## src/rtl/cl_regs_pkg.sv

```systemverilog
package cl_regs_pkg;
  // Word index inside the 32-byte window; the order is the address map.
  typedef enum logic [2:0] {
    IDX_START    = 3'd0,
    IDX_END      = 3'd1,
    IDX_CUR      = 3'd2,
    IDX_STATUS   = 3'd3,
    IDX_CLOCK    = 3'd4,
    IDX_BUFBUSY  = 3'd5,
    IDX_PIPEBUSY = 3'd6,
    IDX_TMEM     = 3'd7
  } regIdx_t;

  localparam int NUM_FLAGS = 3;   // dma source, freeze, flush
  localparam int CMD_W     = 10;  // status-write command bits
  localparam int CMD_FREEZE_CLR = 2;
  localparam int CMD_CTR_LO     = 6;  // first counter-clear command bit
  localparam int NUM_CTR        = 4;

  // Strobes from control to datapath.
  typedef struct packed {
    logic    ldStart;
    logic    ldEnd;
    logic    stsWr;
    logic    rdLive;
    logic    rdErr;
    regIdx_t rdIdx;
  } clStrobe_t;
endpackage

```

## src/rtl/cl_regs_ctrl.sv

```systemverilog
module cl_regs_ctrl
  import cl_regs_pkg::*;
#(
  parameter int          ADDR_W      = 32,
  parameter logic [31:0] BASE_ADDR   = 32'h0410_0000,
  parameter logic [31:0] DECODE_MASK = 32'h1FFF_FFFF
) (
  input  logic              clk,
  input  logic              rst,
  input  logic              busWrEn,
  input  logic              busRdEn,
  input  logic [ADDR_W-1:0] busAddr,
  input  logic [CMD_W-1:0]  cmdBits,
  input  logic              spHalted,
  input  logic              spBroke,
  output clStrobe_t         strb,
  output logic              cmdKick,
  output logic              spResume,
  output logic [NUM_CTR-1:0] ctrClr
);
  localparam int          WIN_LSB = 5;
  localparam logic [31:0] BASE_M  = BASE_ADDR & DECODE_MASK;

  logic [ADDR_W-1:0] phys;
  logic              inWin;
  regIdx_t           idx;
  logic [1:0]        addrUnused;

  assign phys       = busAddr & DECODE_MASK[ADDR_W-1:0];
  assign inWin      = (phys[ADDR_W-1:WIN_LSB] == BASE_M[ADDR_W-1:WIN_LSB]);
  assign idx        = regIdx_t'(phys[WIN_LSB-1:2]);
  assign addrUnused = phys[1:0];

  always_comb begin
    strb         = '0;
    strb.ldStart = busWrEn && inWin && (idx == IDX_START);
    strb.ldEnd   = busWrEn && inWin && (idx == IDX_END);
    strb.stsWr   = busWrEn && inWin && (idx == IDX_STATUS);
    strb.rdLive  = busRdEn && inWin && (idx >= IDX_STATUS);
    strb.rdErr   = busRdEn && !strb.rdLive;
    strb.rdIdx   = idx;
  end

  always_ff @(posedge clk) begin
    if (rst) begin
      cmdKick  <= 1'b0;
      spResume <= 1'b0;
      ctrClr   <= '0;
    end else begin
      cmdKick  <= strb.ldEnd;
      spResume <= strb.stsWr && cmdBits[CMD_FREEZE_CLR] && !spHalted && !spBroke;
      ctrClr   <= strb.stsWr ? cmdBits[CMD_CTR_LO +: NUM_CTR] : '0;
    end
  end


  kick_after_write_chk: assert property (@(posedge clk) disable iff (rst)
    cmdKick |-> $past(busWrEn));

  resume_gate_chk: assert property (@(posedge clk) disable iff (rst)
    spResume |-> ($past(!spHalted) && $past(!spBroke) && $past(busWrEn)));

  ctr_clr_src_chk: assert property (@(posedge clk) disable iff (rst)
    (ctrClr != '0) |-> $past(busWrEn));
endmodule

```

## src/rtl/cl_regs_dp.sv

```systemverilog
module cl_regs_dp
  import cl_regs_pkg::*;
#(
  parameter int DATA_W = 32,
  parameter int LIVE_W = 8
) (
  input  logic              clk,
  input  logic              rst,
  input  clStrobe_t         strb,
  input  logic [DATA_W-1:0] busWrData,
  input  logic [DATA_W-1:0] busWrMask,
  input  logic [LIVE_W-1:0] liveStatus,
  input  logic [DATA_W-1:0] clockCount,
  input  logic [DATA_W-1:0] bufBusyCount,
  input  logic [DATA_W-1:0] pipeBusyCount,
  input  logic [DATA_W-1:0] tmemCount,
  output logic [DATA_W-1:0] startPtr,
  output logic [DATA_W-1:0] endPtr,
  output logic [DATA_W-1:0] curPtr,
  output logic [DATA_W-1:0] busRdData,
  output logic              busRdErr
);
  localparam int PAD_W = DATA_W - NUM_FLAGS - LIVE_W;

  logic [DATA_W-1:0]    wrVal;
  logic [NUM_FLAGS-1:0] flags;
  logic [NUM_FLAGS-1:0] flagsNext;
  logic [DATA_W-1:0]    statusWord;
  logic [DATA_W-1:0]    rdMux;

  assign wrVal = busWrData & busWrMask;

  // Clear applied first, set second: set wins.
  for (genvar i = 0; i < NUM_FLAGS; i++) begin : g_flag
    assign flagsNext[i] = strb.stsWr
                        ? ((flags[i] & ~wrVal[2*i]) | wrVal[2*i+1])
                        : flags[i];
  end

  assign statusWord = {{PAD_W{1'b0}}, liveStatus, flags};

  always_comb begin
    case (strb.rdIdx)
      IDX_STATUS:   rdMux = statusWord;
      IDX_CLOCK:    rdMux = clockCount;
      IDX_BUFBUSY:  rdMux = bufBusyCount;
      IDX_PIPEBUSY: rdMux = pipeBusyCount;
      IDX_TMEM:     rdMux = tmemCount;
      default:      rdMux = '0;
    endcase
  end

  always_ff @(posedge clk) begin
    if (rst) begin
      startPtr  <= '0;
      endPtr    <= '0;
      curPtr    <= '0;
      flags     <= '0;
      busRdData <= '0;
      busRdErr  <= 1'b0;
    end else begin
      if (strb.ldStart) begin
        startPtr <= wrVal;
        curPtr   <= wrVal;
      end
      if (strb.ldEnd) endPtr <= wrVal;
      flags     <= flagsNext;
      busRdData <= strb.rdLive ? rdMux : '0;
      busRdErr  <= strb.rdErr;
    end
  end


  cur_follows_start_chk: assert property (@(posedge clk) disable iff (rst)
    strb.ldStart |=> (curPtr == startPtr));

  flags_hold_chk: assert property (@(posedge clk) disable iff (rst)
    !strb.stsWr |=> $stable(flags));

  err_reads_zero_chk: assert property (@(posedge clk) disable iff (rst)
    busRdErr |-> (busRdData == '0));

  start_hold_chk: assert property (@(posedge clk) disable iff (rst)
    !strb.ldStart |=> ($stable(startPtr) && $stable(curPtr)));
endmodule

```

## src/rtl/cmdlist_ctrl_regs.sv

```systemverilog
module cmdlist_ctrl_regs
  import cl_regs_pkg::*;
#(
  parameter int          DATA_W      = 32,
  parameter int          LIVE_W      = 8,
  parameter logic [31:0] BASE_ADDR   = 32'h0410_0000,
  parameter logic [31:0] DECODE_MASK = 32'h1FFF_FFFF
) (
  input  logic              clk,
  input  logic              rst,
  input  logic              busWrEn,
  input  logic              busRdEn,
  input  logic [31:0]       busAddr,
  input  logic [DATA_W-1:0] busWrData,
  input  logic [DATA_W-1:0] busWrMask,
  output logic [DATA_W-1:0] busRdData,
  output logic              busRdErr,
  input  logic              spHalted,
  input  logic              spBroke,
  input  logic [LIVE_W-1:0] liveStatus,
  input  logic [DATA_W-1:0] clockCount,
  input  logic [DATA_W-1:0] bufBusyCount,
  input  logic [DATA_W-1:0] pipeBusyCount,
  input  logic [DATA_W-1:0] tmemCount,
  output logic [DATA_W-1:0] startPtr,
  output logic [DATA_W-1:0] endPtr,
  output logic [DATA_W-1:0] curPtr,
  output logic              cmdKick,
  output logic              spResume,
  output logic              clrTmemCnt,
  output logic              clrPipeCnt,
  output logic              clrCmdCnt,
  output logic              clrClockCnt
);
  clStrobe_t          strb;
  logic [CMD_W-1:0]   cmdBits;
  logic [NUM_CTR-1:0] ctrClr;

  assign cmdBits = busWrData[CMD_W-1:0] & busWrMask[CMD_W-1:0];

  cl_regs_ctrl #(
    .ADDR_W(32), .BASE_ADDR(BASE_ADDR), .DECODE_MASK(DECODE_MASK)
  ) ctrl_i (
    .clk(clk), .rst(rst), .busWrEn(busWrEn), .busRdEn(busRdEn),
    .busAddr(busAddr), .cmdBits(cmdBits), .spHalted(spHalted),
    .spBroke(spBroke), .strb(strb), .cmdKick(cmdKick),
    .spResume(spResume), .ctrClr(ctrClr)
  );

  cl_regs_dp #(.DATA_W(DATA_W), .LIVE_W(LIVE_W)) dp_i (
    .clk(clk), .rst(rst), .strb(strb), .busWrData(busWrData),
    .busWrMask(busWrMask), .liveStatus(liveStatus),
    .clockCount(clockCount), .bufBusyCount(bufBusyCount),
    .pipeBusyCount(pipeBusyCount), .tmemCount(tmemCount),
    .startPtr(startPtr), .endPtr(endPtr), .curPtr(curPtr),
    .busRdData(busRdData), .busRdErr(busRdErr)
  );

  assign clrTmemCnt  = ctrClr[0];
  assign clrPipeCnt  = ctrClr[1];
  assign clrCmdCnt   = ctrClr[2];
  assign clrClockCnt = ctrClr[3];


  pulses_quiet_after_reset_chk: assert property (@(posedge clk)
    $past(rst) |-> (!cmdKick && !spResume && !busRdErr && (ctrClr == '0)));
endmodule

```

## config.mk

```make
export PLATFORM = sky130hd
export DESIGN_NAME = cmdlist_ctrl_regs
export DESIGN_NICKNAME = d
export VERILOG_FILES = /design/src/rtl/cl_regs_pkg.sv /design/src/rtl/cl_regs_ctrl.sv /design/src/rtl/cl_regs_dp.sv /design/src/rtl/cmdlist_ctrl_regs.sv
export SDC_FILE = /design/constraint.sdc
export NUM_CORES = 1
export LEC_CHECK = 0
export BUFFER_PORTS_ARGS = -buffer_cell sky130_fd_sc_hd__buf_2
export CORE_AREA = 2 2 146 148
export CTS_CLUSTER_DIAMETER = 50
export DETAILED_ROUTE_END_ITERATION = 7
export DIE_AREA = 0 0 148 150
export PLACE_DENSITY = 0.56
export SETUP_SLACK_MARGIN = 0.4
export SYNTH_ARGS = -nofsm -noshare
export SYNTH_HDL_FRONTEND = slang
export SYNTH_SLANG_ARGS = --single-unit
```

## constraint.sdc

```tcl
create_clock -name clk -period 1.95 [get_ports clk]
set_input_delay 0.2925 -clock clk [delete_from_list [all_inputs] [get_ports clk]]
set_output_delay 0.2925 -clock clk [all_outputs]
set_load 0.01 [all_outputs]
```

-- After elaboration in Yosys (flattened, before gate mapping)
Index checks and enable logic that the tools add are counted.
- reductions and logical operators: 16
- bitwise gates (word level): 13
- multiplexer cells: 1
- magnitude comparators: 1
- equal/unequal tests: 7
- operators with widths (kind ; number):
    $pmux W32 S5 ; 1
    $and A32 B32 Y32 ; 1
    $eq A24 B22 Y1 const B ; 1
    $eq A3 B3 Y1 const B ; 4
    $and A10 B10 Y10 ; 1
    $logic_and A1 B1 Y1 ; 10
    $not A1 Y1 ; 5
    $reduce_or A2 Y1 ; 2
    $and A1 B1 Y1 ; 3
    $eq A3 B1 Y1 const B ; 1
    $eq A3 B2 Y1 const B ; 1
    $ge A3 B2 Y1 const B ; 1
    $logic_not A1 Y1 ; 3
    $logic_not A3 Y1 ; 1
    $or A1 B1 Y1 ; 3
- input port bits: 238
- output and inout bits: 135
- word-level logic and storage cells: 46
- flip-flop bits (word level): 106

-- Longest topological paths before layout
Gate-level depths: netlist of the first run.
- word-level depth: 6
- depth in mapped cells: 6
- depth with buffers taken out: 4

-- Cells and area by module
A second synthesis of the first run with hierarchy kept.
- cell total of the unflattened synthesis: 571
- area, all modules: 5266.3 sq um
- by module, submodules not included (module ; instances ; cells an instance ; seq. area each (sq um) ; area an instance (sq um)):
    cl_regs_dp ; 1 ; 520 ; 2001.9 ; 4787.1
    cl_regs_ctrl ; 1 ; 41 ; 120.1 ; 416.6
    cmdlist_ctrl_regs ; 1 ; 10 ; 0.0 ; 62.6

-- Worst setup path after synthesis of the first run
No wires, ideal clock.
- path kind: input port to flip-flop
- from: input port busAddr[10]
- to: register dp_i.startPtr[1]
- slack: 0.499 ns
- arrival: 1.330 ns
- cell stages on the path: 6
- path buffers: 2
- data required time: 1.830 ns
- library setup time: 0.120 ns
- cells stage by stage: nor4_2 -> and2_1 -> buf_4 -> nand3_4 -> buf_6 -> mux2i_1
- longest elaborated chain between the ends: 3
- RTL lines (element ; line ; text):
    start, declared ; cmdlist_ctrl_regs.sv:13 ; input logic [31:0] busAddr,
    $eq A24 B22 Y1 ; cl_regs_ctrl.sv:30 ; assign inWin = (phys[ADDR_W-1:WIN_LSB] == BASE_M[ADDR_W-1:WIN_LSB]);
    $logic_and A1 B1 Y1 (2 in a row) ; cl_regs_ctrl.sv:36 ; strb.ldStart = busWrEn && inWin && (idx == IDX_START);
    end signal, assigned ; cl_regs_dp.sv:63 ; startPtr <= wrVal;
    end, declared ; cl_regs_dp.sv:17 ; output logic [DATA_W-1:0] startPtr,
Every way passes these cells.
A chain may end at the register's enable or synchronous reset.

-- Final worst setup path of the first run
- from: input port busAddr[6]
- to: register ctrl_i.ctrClr[0]
- longest elaborated chain between the ends: 5
- RTL lines (element ; line ; text):
    $eq A24 B22 Y1 ; cl_regs_ctrl.sv:30 ;
    $logic_and A1 B1 Y1 (2 in a row) ; cl_regs_ctrl.sv:38 ; strb.stsWr = busWrEn && inWin && (idx == IDX_STATUS);
    $not A1 Y1 (no line) ; n/a ;
    $reduce_or A2 Y1 (no line) ; n/a ;
    end signal, assigned ; cl_regs_ctrl.sv:52 ; ctrClr <= strb.stsWr ? cmdBits[CMD_CTR_LO +: NUM_CTR] : '0;
    end, declared ; cl_regs_ctrl.sv:19 ; output logic [NUM_CTR-1:0] ctrClr
Every way passes these cells.

==> results.txt, run 1 <==
Design Area, Final -> 7550 µm²
# clock sinks -> 106
Fillers -> 2,154
Ys Warns -> 0
Drt drc -> 0
Crit path to -> ctrl_i.ctrClr[0]
DR iter-0 viols -> 130
CP Capture Type -> register
Syn_nets -> 737
Post-synth top area cell -> dfxtp_1
Mapped Cells -> 499
Vias in the first global route -> 4,719
Router iterations before antenna repair -> 4
DIE AREA -> 22,200 µm²
Max-slew violations -> 0
Sequential fraction of the synthesis area -> 40.2%
Final setup viols -> 0
Outcome -> finished clean
Antenna violations before repair -> 10
DIE HEIGHT -> 150 µm
Reg2reg path depth -> 3
Clock slew seen by the registers of the worst setup and hold paths -> 0.07 ns
Final WS setup -> 0.517 ns
Critical path depth in cells -> 5
Critical path class -> input pin to register
Leak Pwr -> 3.92 nW
Critical-path top delay cell -> nor4b_1
DP HPWL -> 14.9 mm
I/O Buffers -> 367
Slew headroom -> 45.9%
Power, Total -> 4.70 mW
Post-Synthesis Cell Area -> 5290 µm²
Worst hold path class -> input pin to register
Critical path origin -> busAddr[6]
Max-cap violation count -> 0
Ports -> 373
Fmax -> 698 MHz
Syn avg cell area -> 10.6 µm²
Setup Skew -> 0.00210 ns
Share of cells above drive strength 1 -> 52.0%
Placer Congestion -> 0.858
Die width -> 148 µm
Setup crit start kind -> input pin
CORE AREA -> 20,700 µm²
Setup TNS -> 0 ns
Crit path buf inv count -> 1
Final WL -> 18.6 mm
CTS Root Cell -> clkbuf_16
Vias/cell -> 4.43
Post-layout nets -> 1,063
Cell Area, Placed -> 7190 µm²
Critical R2R Launch -> dp_i.flags[2]
RSZ-0062 raised after global routing -> no
Worst path top cell family by delay -> simple AND/OR/NAND/NOR gates
CTS Buffer Depth -> 2
Synth unique cells -> 34
Row count -> 53
Starting Density -> 25.5%
Worst EP arrival -> 1.68 ns
Reg-to-reg setup timing slack -> 1.14 ns
Pin count of the biggest net entering global routing -> 66
Pre-CTS setup slack -> 0.00544 ns
Min-delay src -> spBroke
CTS tree -> yes
Worst VDD drop -> 0.349 mV
CP cell instances -> buf_2 -> nor4b_1 -> and4_1 -> nand2_2 -> nor4_1
Setup bufs post-CTS -> 0
P per Cell Area -> 623 nW/µm²
Top post-synthesis cells by area -> dfxtp_1, mux2i_1, mux4_2
Congestion Overflow GR -> 0
Worst-Margin Slew -> 0.810 ns
DRT antenna net count -> 0
CP Max Fanout -> 10
Worst-Skew Late Latency -> 0.34 ns
FF+latch count, synth -> 106
Worst R2R End -> dp_i.busRdData[2]
Crit path largest cell delay -> 0.41 ns
Vias after detailed routing -> 4,925
First-pass GRT wire length -> 26.9 mm
H-tree depth -> 3
CTS Buf Count -> 9
Final hold violation count -> 0
Final Cycle Share -> 73.5%
Req. time, crit path -> 2.20 ns
Fin crit period -> 1.43 ns
Wire length per cell -> 16.7 µm
Synth top area share -> 40.2%
Tot GR Track Use -> 16.0%
Layout area overhead -> 42.9%
-- sequential cells by signal, summed over array words and instances, names as in the netlist --
| name | count |
|---|---|
| ctrl_i.ctrClr | 4 |
| ctrl_i.cmdKick | 1 |
| dp_i.endPtr | 32 |
| ctrl_i.spResume | 1 |
| dp_i.busRdErr | 1 |
| dp_i.flags | 3 |
| dp_i.startPtr | 32 |
| dp_i.busRdData | 32 |
-- power breakdown --
| group | internal [mW] | switching (mW) |
|---|---|---|
| clock | 1.11 | 0.852 |
| combinational | 0.342 | 0.234 |
| sequential | 2.16 | 0.000216 |
-- area by class of cell --
| cell class | instances | area, µm² | share of cell area, % |
|---|---|---|---|
| antenna | 6 | 15.0 | 0.199 |
| clock buffer | 12 | 267 | 3.53 |
| clock inverter | 4 | 56.3 | 0.746 |
| multi-input combinational | 325 | 2740 | 36.3 |
| sequential | 106 | 2120 | 28.1 |
| tap | 275 | 344 | 4.56 |
| timing repair buffer | 383 | 2010 | 26.6 |
-- stage by stage --
step                hold slack, ns  utilization [%]  cells
floorplan                    0.433                -    499
global placement             0.457             34.8   1089
detailed placement           0.463             34.8   1089
CTS                          0.181             36.3   1105
global route                 0.199             36.5   1110
finish                       0.192             36.5   1111
-- logic make-up (layout without fill, tap and decap cells) --
group | after synthesis | count (layout) | share of synthesized area (%)
AO/OA/AOI/OAI | 45 | 45 | 5.89
multiplexers | 94 | 94 | 22.8
AND/OR/NAND/NOR | 186 | 186 | 22.8
buffers and inverters | 68 | 399 | 8.36
flip-flops | 106 | 106 | 40.2
other | 0 | 6 | 0
-- cell usage after synthesis --
library cell  instances
dfxtp_1             106
mux2i_1              73
nand2b_1             62
buf_4                34
nand3b_1             27
nor2b_1              27
mux4_2               21
clkbuf_1             16
nand3_1              15
o21ai_0              13
nor2_1               12
a22o_1               11
a22oi_1              11
buf_2                11
nor4_1                9
nand2_1               7
buf_6                 6
o31ai_1               6
nand4_1               4
nor4b_1               4
or2_2                 4
a21oi_1               3
and2_1                2
and4_1                2
nand3_4               2
nand4b_1              2
nor4_2                2
and4b_1               1
and4bb_2              1
buf_1                 1
nand2_2               1
nor3b_1               1
nor4b_2               1
o21a_1                1
-- how the worst min path moves through the flow --
stage	endpoint	slack, ns	cells past startpoint
after floorplan	ctrl_i.ctrClr[0]	0.43	2
after global placement	dp_i.endPtr[20]	0.46	2
after detailed placement	dp_i.endPtr[17]	0.46	2
after CTS	ctrl_i.spResume	0.18	4
after global routing	ctrl_i.ctrClr[2]	0.20	3
final	ctrl_i.spResume	0.19	4
-- worst register-to-register path, stage by stage, from the launching register on --
cell and delay [ns]:
dfxtp_1 0.32, a22o_1 0.19, a22oi_1 0.14, nor2_1 0.05
-- routing by layer --
| layer | vias to the layer above | wire, µm | share of wire [%] | track usage (%) |
|---|---|---|---|---|
| met5 | - | 0 | 0 | 0 |
| met4 | 0 | 645 | 3.5 | 7.29 |
| met3 | 28 | 1270 | 6.8 | 3.90 |
| met2 | 236 | 9740 | 52 | 29.9 |
| met1 | 2251 | 6950 | 37 | 16.8 |
| li1 | 2410 | - | - | - |
-- cell usage in the layout, fill, tap and decap left out, types with 6 or more instances in the layout --
cell / count
a22o_1: 11
diode_2: 6
dfxtp_1: 106
o31ai_1: 6
nand2b_1: 62
clkbuf_16: 9
nor2_1: 12
nor2b_1: 27
nand2_1: 7
nand3b_1: 27
o21ai_0: 13
mux4_2: 21
buf_2: 367
a22oi_1: 11
nor4_1: 9
mux2i_1: 73
nand3_1: 15
buf_4: 12
-- what timing repair did --
item	4_1_cts	5_1_grt
gates resized for setup	1	2
hold buffers	0	0
setup endpoints to repair	6	6
Note: power is estimated with default switching activity, not from simulation.
==> run 2: changes to the inputs <==
- ABC_AREA: default -> 1
- CORE_AREA: 2 2 146 148 -> 2 2 145 147
- DIE_AREA: 0 0 148 150 -> 0 0 147 149
- PLACE_DENSITY: 0.56 -> 0.59
- clock period: 1.95 -> 1.4 ns (I/O delays scaled with it)
==> results.txt, run 2 <==
Critical R2R Launch -> dp_i.startPtr[24]
Syn_nets -> 1,110 (+51%)
Worst VDD drop -> 0.514 mV (+47%)
Tot GR Track Use -> 16.8% (+0.82 points)
Req. time, crit path -> 1.69 ns (-0.51 ns)
Worst path top cell family by delay -> simple AND/OR/NAND/NOR gates
Leading registers by flop count -> dp_i.busRdData x32, dp_i.endPtr x32, dp_i.startPtr x32
Largest family of logic cells by synthesized area -> simple AND/OR/NAND/NOR gates
Crit path buf inv count -> 4 (+3)
Slew headroom -> 64.6% (+19 points)
DIE HEIGHT -> 149 µm (-0.67%)
Antenna cells -> 0 (-6)
Mapped Cells -> 872 (+75%)
GRT met3 Usage -> 4.46% (+0.56 points)
Synth Area in XOR/XNOR -> 0% (unchanged)
Max-slew violations -> 0 (unchanged)
Die width -> 147 µm (-0.68%)
Leak Pwr -> 5.14 nW (+31%)
Sequential fraction of the synthesis area -> 38.1% (-2.0 points)
Row count -> 53 (unchanged)
Antenna violations before repair -> 0 (-10)
DR iter-0 viols -> 208 (+60%)
Outcome -> finished clean
Worst EP arrival -> 1.47 ns (-0.21 ns)
Final Cycle Share -> 83.9%
Final hold violation count -> 0 (unchanged)
Syn avg cell area -> 6.38 µm² (-40%)
Starting Density -> 27.1% (+1.5 points)
I/O Buffers -> 367 (unchanged)
M2 GR Usage -> 32.0% (+2.0 points)
CP cell instances -> buf_2 -> inv_8 -> nand2_2 -> nor2_4 -> nand2_2 -> nor2_4 -> nand4_4 -> buf_12 -> clkbuf_16 -> nand2_4 -> nand2_1 -> nor2_1
Crit path largest cell delay -> 0.19 ns (-0.22 ns)
First-pass GRT wire length -> 29.3 mm (+9.2%)
# clock sinks -> 106 (unchanged)
Fmax -> 852 MHz
DIE AREA -> 21,900 µm² (-1.3%)
Post-synthesis mux area share -> 0% (-23 points)
Pin count of the biggest net entering global routing -> 66 (unchanged)
Synth unique cells -> 20 (-41%)
Synth top area share -> 38.1% (-2.0 points)
Congestion Overflow GR -> 0 (unchanged)
Vias in the first global route -> 5,994 (+27%)
Layout area overhead -> 73.1%
Simple-gate share of the synthesized area -> 35.1% (+12 points)
Placer Congestion -> 0.785 (-8.5%)
DP HPWL -> 14.2 mm (-4.5%)
Final setup viols -> 0 (unchanged)
Busiest grt layer -> met2
Min-delay src -> liveStatus[0]
Ys Warns -> 0 (unchanged)
H-tree depth -> 3 (unchanged)
Worst-Skew Late Latency -> 0.36 ns (+0.02 ns)
CTS Buf Count -> 9 (unchanged)
CP Capture Type -> register
Critical path origin -> busAddr[19]
Post-synthesis compound-gate area fraction -> 7.80% (+1.9 points)
Cell with the most instances after synthesis -> nor2_1
Commonest cells post-synth -> nor2_1, nand2_1, inv_1
Vias after detailed routing -> 6,523 (+32%)
Power, Total -> 6.49 mW (+38%)
RSZ-0062 raised after global routing -> yes
Routing usage on met1 -> 18.6% (+1.8 points)
Wire length per cell -> 14.6 µm (-13%)
Router iterations before antenna repair -> 4 (unchanged)
Synth Flop Type -> dfxtp_1
Setup TNS -> 0 ns (unchanged)
FF+latch count, synth -> 106 (unchanged)
CTS Root Cell -> clkbuf_16
Top post-synthesis cells by area -> dfxtp_1, nor2_1, nand2_1
Critical-path top delay cell -> clkbuf_16
CP Max Fanout -> 8 (-2)
Most frequent cells in the layout -> buf_2, nor2_1, inv_1, nand2_1, buf_6
CTS tree -> yes
Async S/R FF share, synth -> 0% (unchanged)
Share of cells above drive strength 1 -> 51.0% (-1.1 points)
P per Cell Area -> 674 nW/µm² (+8.2%)
Setup crit start kind -> input pin
Post-synth top area cell -> dfxtp_1
CORE AREA -> 20,600 µm² (-0.64%)
Vias/cell -> 4.35 (-2.0%)
Drt drc -> 0 (unchanged)
Critical path class -> input pin to register
Worst hold path class -> input pin to register
Commonest non-fill, non-tap cell in the layout -> buf_2
Post-layout nets -> 1,459 (+37%)
CTS Buffer Depth -> 2 (unchanged)
Fin crit period -> 1.17 ns
Final WL -> 22.0 mm (+18%)
Setup Skew -> 0.0111 ns (+0.00905 ns)
Ports -> 373 (unchanged)
Hold_buf cts -> 0 (unchanged)
Clock slew seen by the registers of the worst setup and hold paths -> 0.09 ns (+0.02 ns)
Worst-Margin Slew -> 0.530 ns (-0.280 ns)
Max-cap violation count -> 0 (unchanged)
Post-synth EDFFs -> 0 (unchanged)
Post-Synthesis Cell Area -> 5560 µm² (+5.3%)
DRT antenna net count -> 0 (unchanged)
Adder-cell area share of the yosys netlist -> 0% (unchanged)
## run 2: changes by cell type after synthesis, sizes merged, moves of 27 or more
cell / delta
nor2: +180
nand2: +175
inv: +158
nand3: +77
mux2i: -73
nand2b: -62
nand3b: -27
nor2b: -27
## run 2: layout make-up
class                   count  area (µm²)
flip-flops and latches    106        2260
clock inverters             6        67.6
well taps                 275         344
clock buffers              10         239
repair buffers            417        3320
multi-input cells         529        2800
inverters                 158         603
fillers                  2077       10900
## run 2: kinds of logic after synthesis
kind of cell / count (synthesis)
and+or+nand+nor: 474
buffers and inverters: 237
AOI/OAI and AO/OA: 55
DFF: 106
## run 2: per-stage QoR
stage | hold WS, ns | area (µm²) | setup slack (ns) | util, % | std cells
finish | 0.0908 | 9630 | 0.226 | 46.9 | 1501
global route | 0.0874 | 9630 | 0.109 | 46.9 | 1501
CTS | 0.0779 | 8500 | 0.329 | 41.3 | 1477
detailed placement | 0.460 | 7610 | -0.163 | 37.0 | 1457
global placement | 0.454 | 7610 | -0.166 | 37.0 | 1457
floorplan | 0.282 | 5750 | 0.194 | - | 872
## run 2: path summary, 6_finish.rpt
check / end / slack (ns) / cells past startpoint
worst max-delay path: dp_i.startPtr[10] / 0.23 / 12
worst max register to register: dp_i.startPtr[24] / 0.59 / 5
worst min-delay path: dp_i.busRdData[3] / 0.09 / 3
worst min register to register: dp_i.endPtr[6] / 0.52 / 4
## run 2: timing repair
item | 4_1_cts | 5_1_grt
pin swaps | 4 | 52
endpoints found under the hold margin | 0 | 0
endpoints found under the setup margin | 238 | 240
gates cloned | 0 | 14
gates resized for setup | 145 | 198
buffers inserted | 4 | 10
## run 2: power breakdown
group / switching (mW) / internal [mW] / total, mW / leakage (nW)
logic: 0.433 / 0.418 / 0.850 / 4.09
registers: 0.000649 / 2.99 / 2.99 / 0.901
clock network: 1.34 / 1.31 / 2.66 / 0.150
## run 2: worst register-to-register path, delay by kind of cell, from the launching register on
kind	cells	cell delay, ns
and+or+nand+nor	3	0.14
buffers and inverters	2	0.21
DFF	1	0.36
## run 2: routing by layer
metal | routed length [µm] | share of wire [%]
met5 | 0 | 0
met3 | 1580 | 7.2
met2 | 11700 | 53
met1 | 8420 | 38
met4 | 235 | 1.1
==> run 3: changes to the inputs <==
- CORE_AREA: 2 2 145 147 -> 2 2 144 146
- DIE_AREA: 0 0 147 149 -> 0 0 146 148
- PLACE_DENSITY: 0.59 -> 0.61
- clock period: 1.4 -> 0.96 ns (I/O delays scaled with it)
==> results.txt, run 3 (synthesis gave the netlist of run 2 again) <==
Outcome -> finished with violations
Violated checks -> negative setup slack
Leading registers by flop count -> dp_i.busRdData x32, dp_i.endPtr x32, dp_i.startPtr x32
Final setup viols -> 165 (+165)
Final WS setup -> -0.167 ns (-0.392 ns)
DRT antenna net count -> 0 (unchanged)
CORE AREA -> 20,000 µm² (-2.5%)
Layout area overhead -> 87.9%
DP HPWL -> 14.8 mm (+3.9%)
RSZ-0062 raised after global routing -> yes
Setup crit start kind -> input pin
Vias/cell -> 4.46 (+2.7%)
Leak Pwr -> 5.34 nW (+3.8%)
Post-layout nets -> 1,485 (+1.8%)
Final design utilization -> 52.2% (+5.3 points)
Switching power total -> 2.69 mW (+51%)
Worst hold path class -> input pin to register
Clock slew seen by the registers of the worst setup and hold paths -> 0.09 ns (about the same)
Die width -> 146 µm (-0.68%)
Footprint of the multi-input gates -> 3230 µm² (+15%)
Slew headroom -> 57.3% (-7.3 points)
Critical path class -> input pin to register
Placer Congestion -> 0.778 (-0.87%)
Worst VDD drop -> 0.783 mV (+52%)
CTS tree -> yes
Final Cycle Share -> 117%
CP Max Fanout -> 7 (-1)
Worst EP arrival -> 1.38 ns (-0.09 ns)
Ports -> 373 (unchanged)
Fin crit period -> 1.13 ns
Comb power frac -> 14.7% (+1.6 points)
Drt drc -> 0 (unchanged)
Seq pwr share -> 45.5% (-0.5 points)
Max-slew violations -> 0 (unchanged)
First-pass GRT wire length -> 32.5 mm (+11%)
H-tree depth -> 3 (unchanged)
CTS Buffer Depth -> 2 (unchanged)
Tot GR Track Use -> 18.7% (+1.9 points)
Most frequent cells in the layout -> buf_2, inv_1, buf_6, nand2_1, nor2_1
Row count -> 52 (-1.9%)
Worst-Margin Slew -> 0.639 ns (+0.109 ns)
Req. time, crit path -> 1.21 ns (-0.48 ns)
FF+latch area -> 2250 µm² (-0.28%)
Congestion Overflow GR -> 0 (unchanged)
Commonest non-fill, non-tap cell in the layout -> buf_2
P per Cell Area -> 918 nW/µm² (+36%)
Fmax -> 888 MHz
DIE AREA -> 21,600 µm² (-1.3%)
DIE HEIGHT -> 148 µm (-0.67%)
Router iterations before antenna repair -> 4 (unchanged)
Setup Skew -> 0.00314 ns (-0.00801 ns)
Final WL -> 23.3 mm (+6.2%)
I/O Buffers -> 367 (unchanged)
Worst-Skew Late Latency -> 0.35 ns (about the same)
Share of cells above drive strength 1 -> 59.9% (+8.9 points)
Pin count of the biggest net entering global routing -> 46 (-30%)
Vias after detailed routing -> 6,810 (+4.4%)
CTS Root Cell -> clkbuf_16
Fillers -> 1,917 (-7.7%)
DR iter-0 viols -> 229 (+10%)
Sw Ratio -> 28.0% (+0.62 points)
Antenna violations before repair -> 3 (+3)
Internal -> 6.91 mW (+47%)
Vias in the first global route -> 6,543 (+9.2%)
Setup TNS -> -10.56 ns (-10.56 ns)
# clock sinks -> 106 (unchanged)
Max-cap violation count -> 0 (unchanged)
CP Capture Type -> register
Wire length per cell -> 15.3 µm (+4.4%)
Clk network pwr share -> 39.9% (-1.0 points)
Final hold violation count -> 0 (unchanged)
Starting Density -> 27.8% (+0.70 points)
CTS Buf Count -> 9 (unchanged)
==> run 3: cell types whose count changed in the layout (fill, tap and decap cells not counted), moves of 6 or more <==
| cell | previous run | this run |
|---|---|---|
| buf_16 | 1 | 7 |
| buf_2 | 242 | 236 |
| buf_4 | 24 | 39 |
| buf_6 | 130 | 137 |
| nand2_1 | 132 | 98 |
| nand2_2 | 30 | 58 |
| nand2_4 | 21 | 27 |
| nor2_1 | 158 | 98 |
| nor2_2 | 21 | 52 |
| nor2_4 | 13 | 42 |
==> run 3: power groups by stage <==
stage               logic [mW]  clock network, mW  registers [mW]
global route              1.55               4.16            4.36
CTS                       1.29               3.97            4.38
detailed placement        1.23                  0            4.50
finish                    1.41               3.83            4.36
global placement          1.22                  0            4.50
floorplan                0.498                  0            4.50
==> run 3: stage by stage <==
step	area (µm²)	hold WS [ns]	std cells	worst slack [ns]	power (mW)
final	10500	0.00615	1526	-0.167	9.60
after global placement	7840	0.382	1472	-0.591	5.72
after detailed placement	7840	0.393	1472	-0.611	5.72
after global routing	10500	-0.00713	1524	-0.228	10.1
after CTS	9290	-0.00651	1507	-0.0923	9.63
after floorplan	5920	0.216	872	-0.180	5.00
==> run 3: area by class of cell <==
| type | instances | area share [%] |
|---|---|---|
| diodes | 4 | 0.0957 |
| clock buffers | 9 | 2.15 |
| clock inverters | 7 | 0.718 |
| inverters | 158 | 5.79 |
| multi-input cells | 529 | 30.9 |
| flip-flops and latches | 106 | 21.6 |
| well taps | 270 | 3.23 |
| repair buffers | 443 | 35.5 |
==> run 3: worst paths after layout <==
| path | from | end | slack (ns) | cells past startpoint |
|---|---|---|---|---|
| worst max-delay path | busAddr[24] | dp_i.endPtr[15] | -0.17 | 11 |
| worst min register to register | dp_i.endPtr[7] | dp_i.endPtr[7] | 0.52 | 4 |
| worst min-delay path | spBroke | ctrl_i.spResume | 0.006 | 4 |
| worst max register to register | dp_i.flags[1] | dp_i.busRdData[1] | 0.08 | 2 |
==> run 3: per-layer routing <==
metal	vias to the layer above	GRT usage, %	wire length, µm
met5	-	0	0
met4	0	5.92	618
met3	44	4.48	1520
met2	281	35.3	12300
met1	3110	20.7	8910
li1	3375	-	-
==> run 3: critical path: stages <==
cell	delay (ns)
buf_6	0.10
inv_4	0.04
nand2_2	0.04
nor2_2	0.11
nand2_2	0.08
nor2_4	0.17
nand4_4	0.16
buf_12	0.19
clkbuf_16	0.18
nor2_1	0.10
nor2_1	0.06
==> run 3: timing repair <==
item,CTS,global route
hold endpoints to repair,1,1
setup buffers,12,5
setup endpoints to repair,241,241
pin swaps,12,56
gates cloned,7,10
resized for setup,201,265
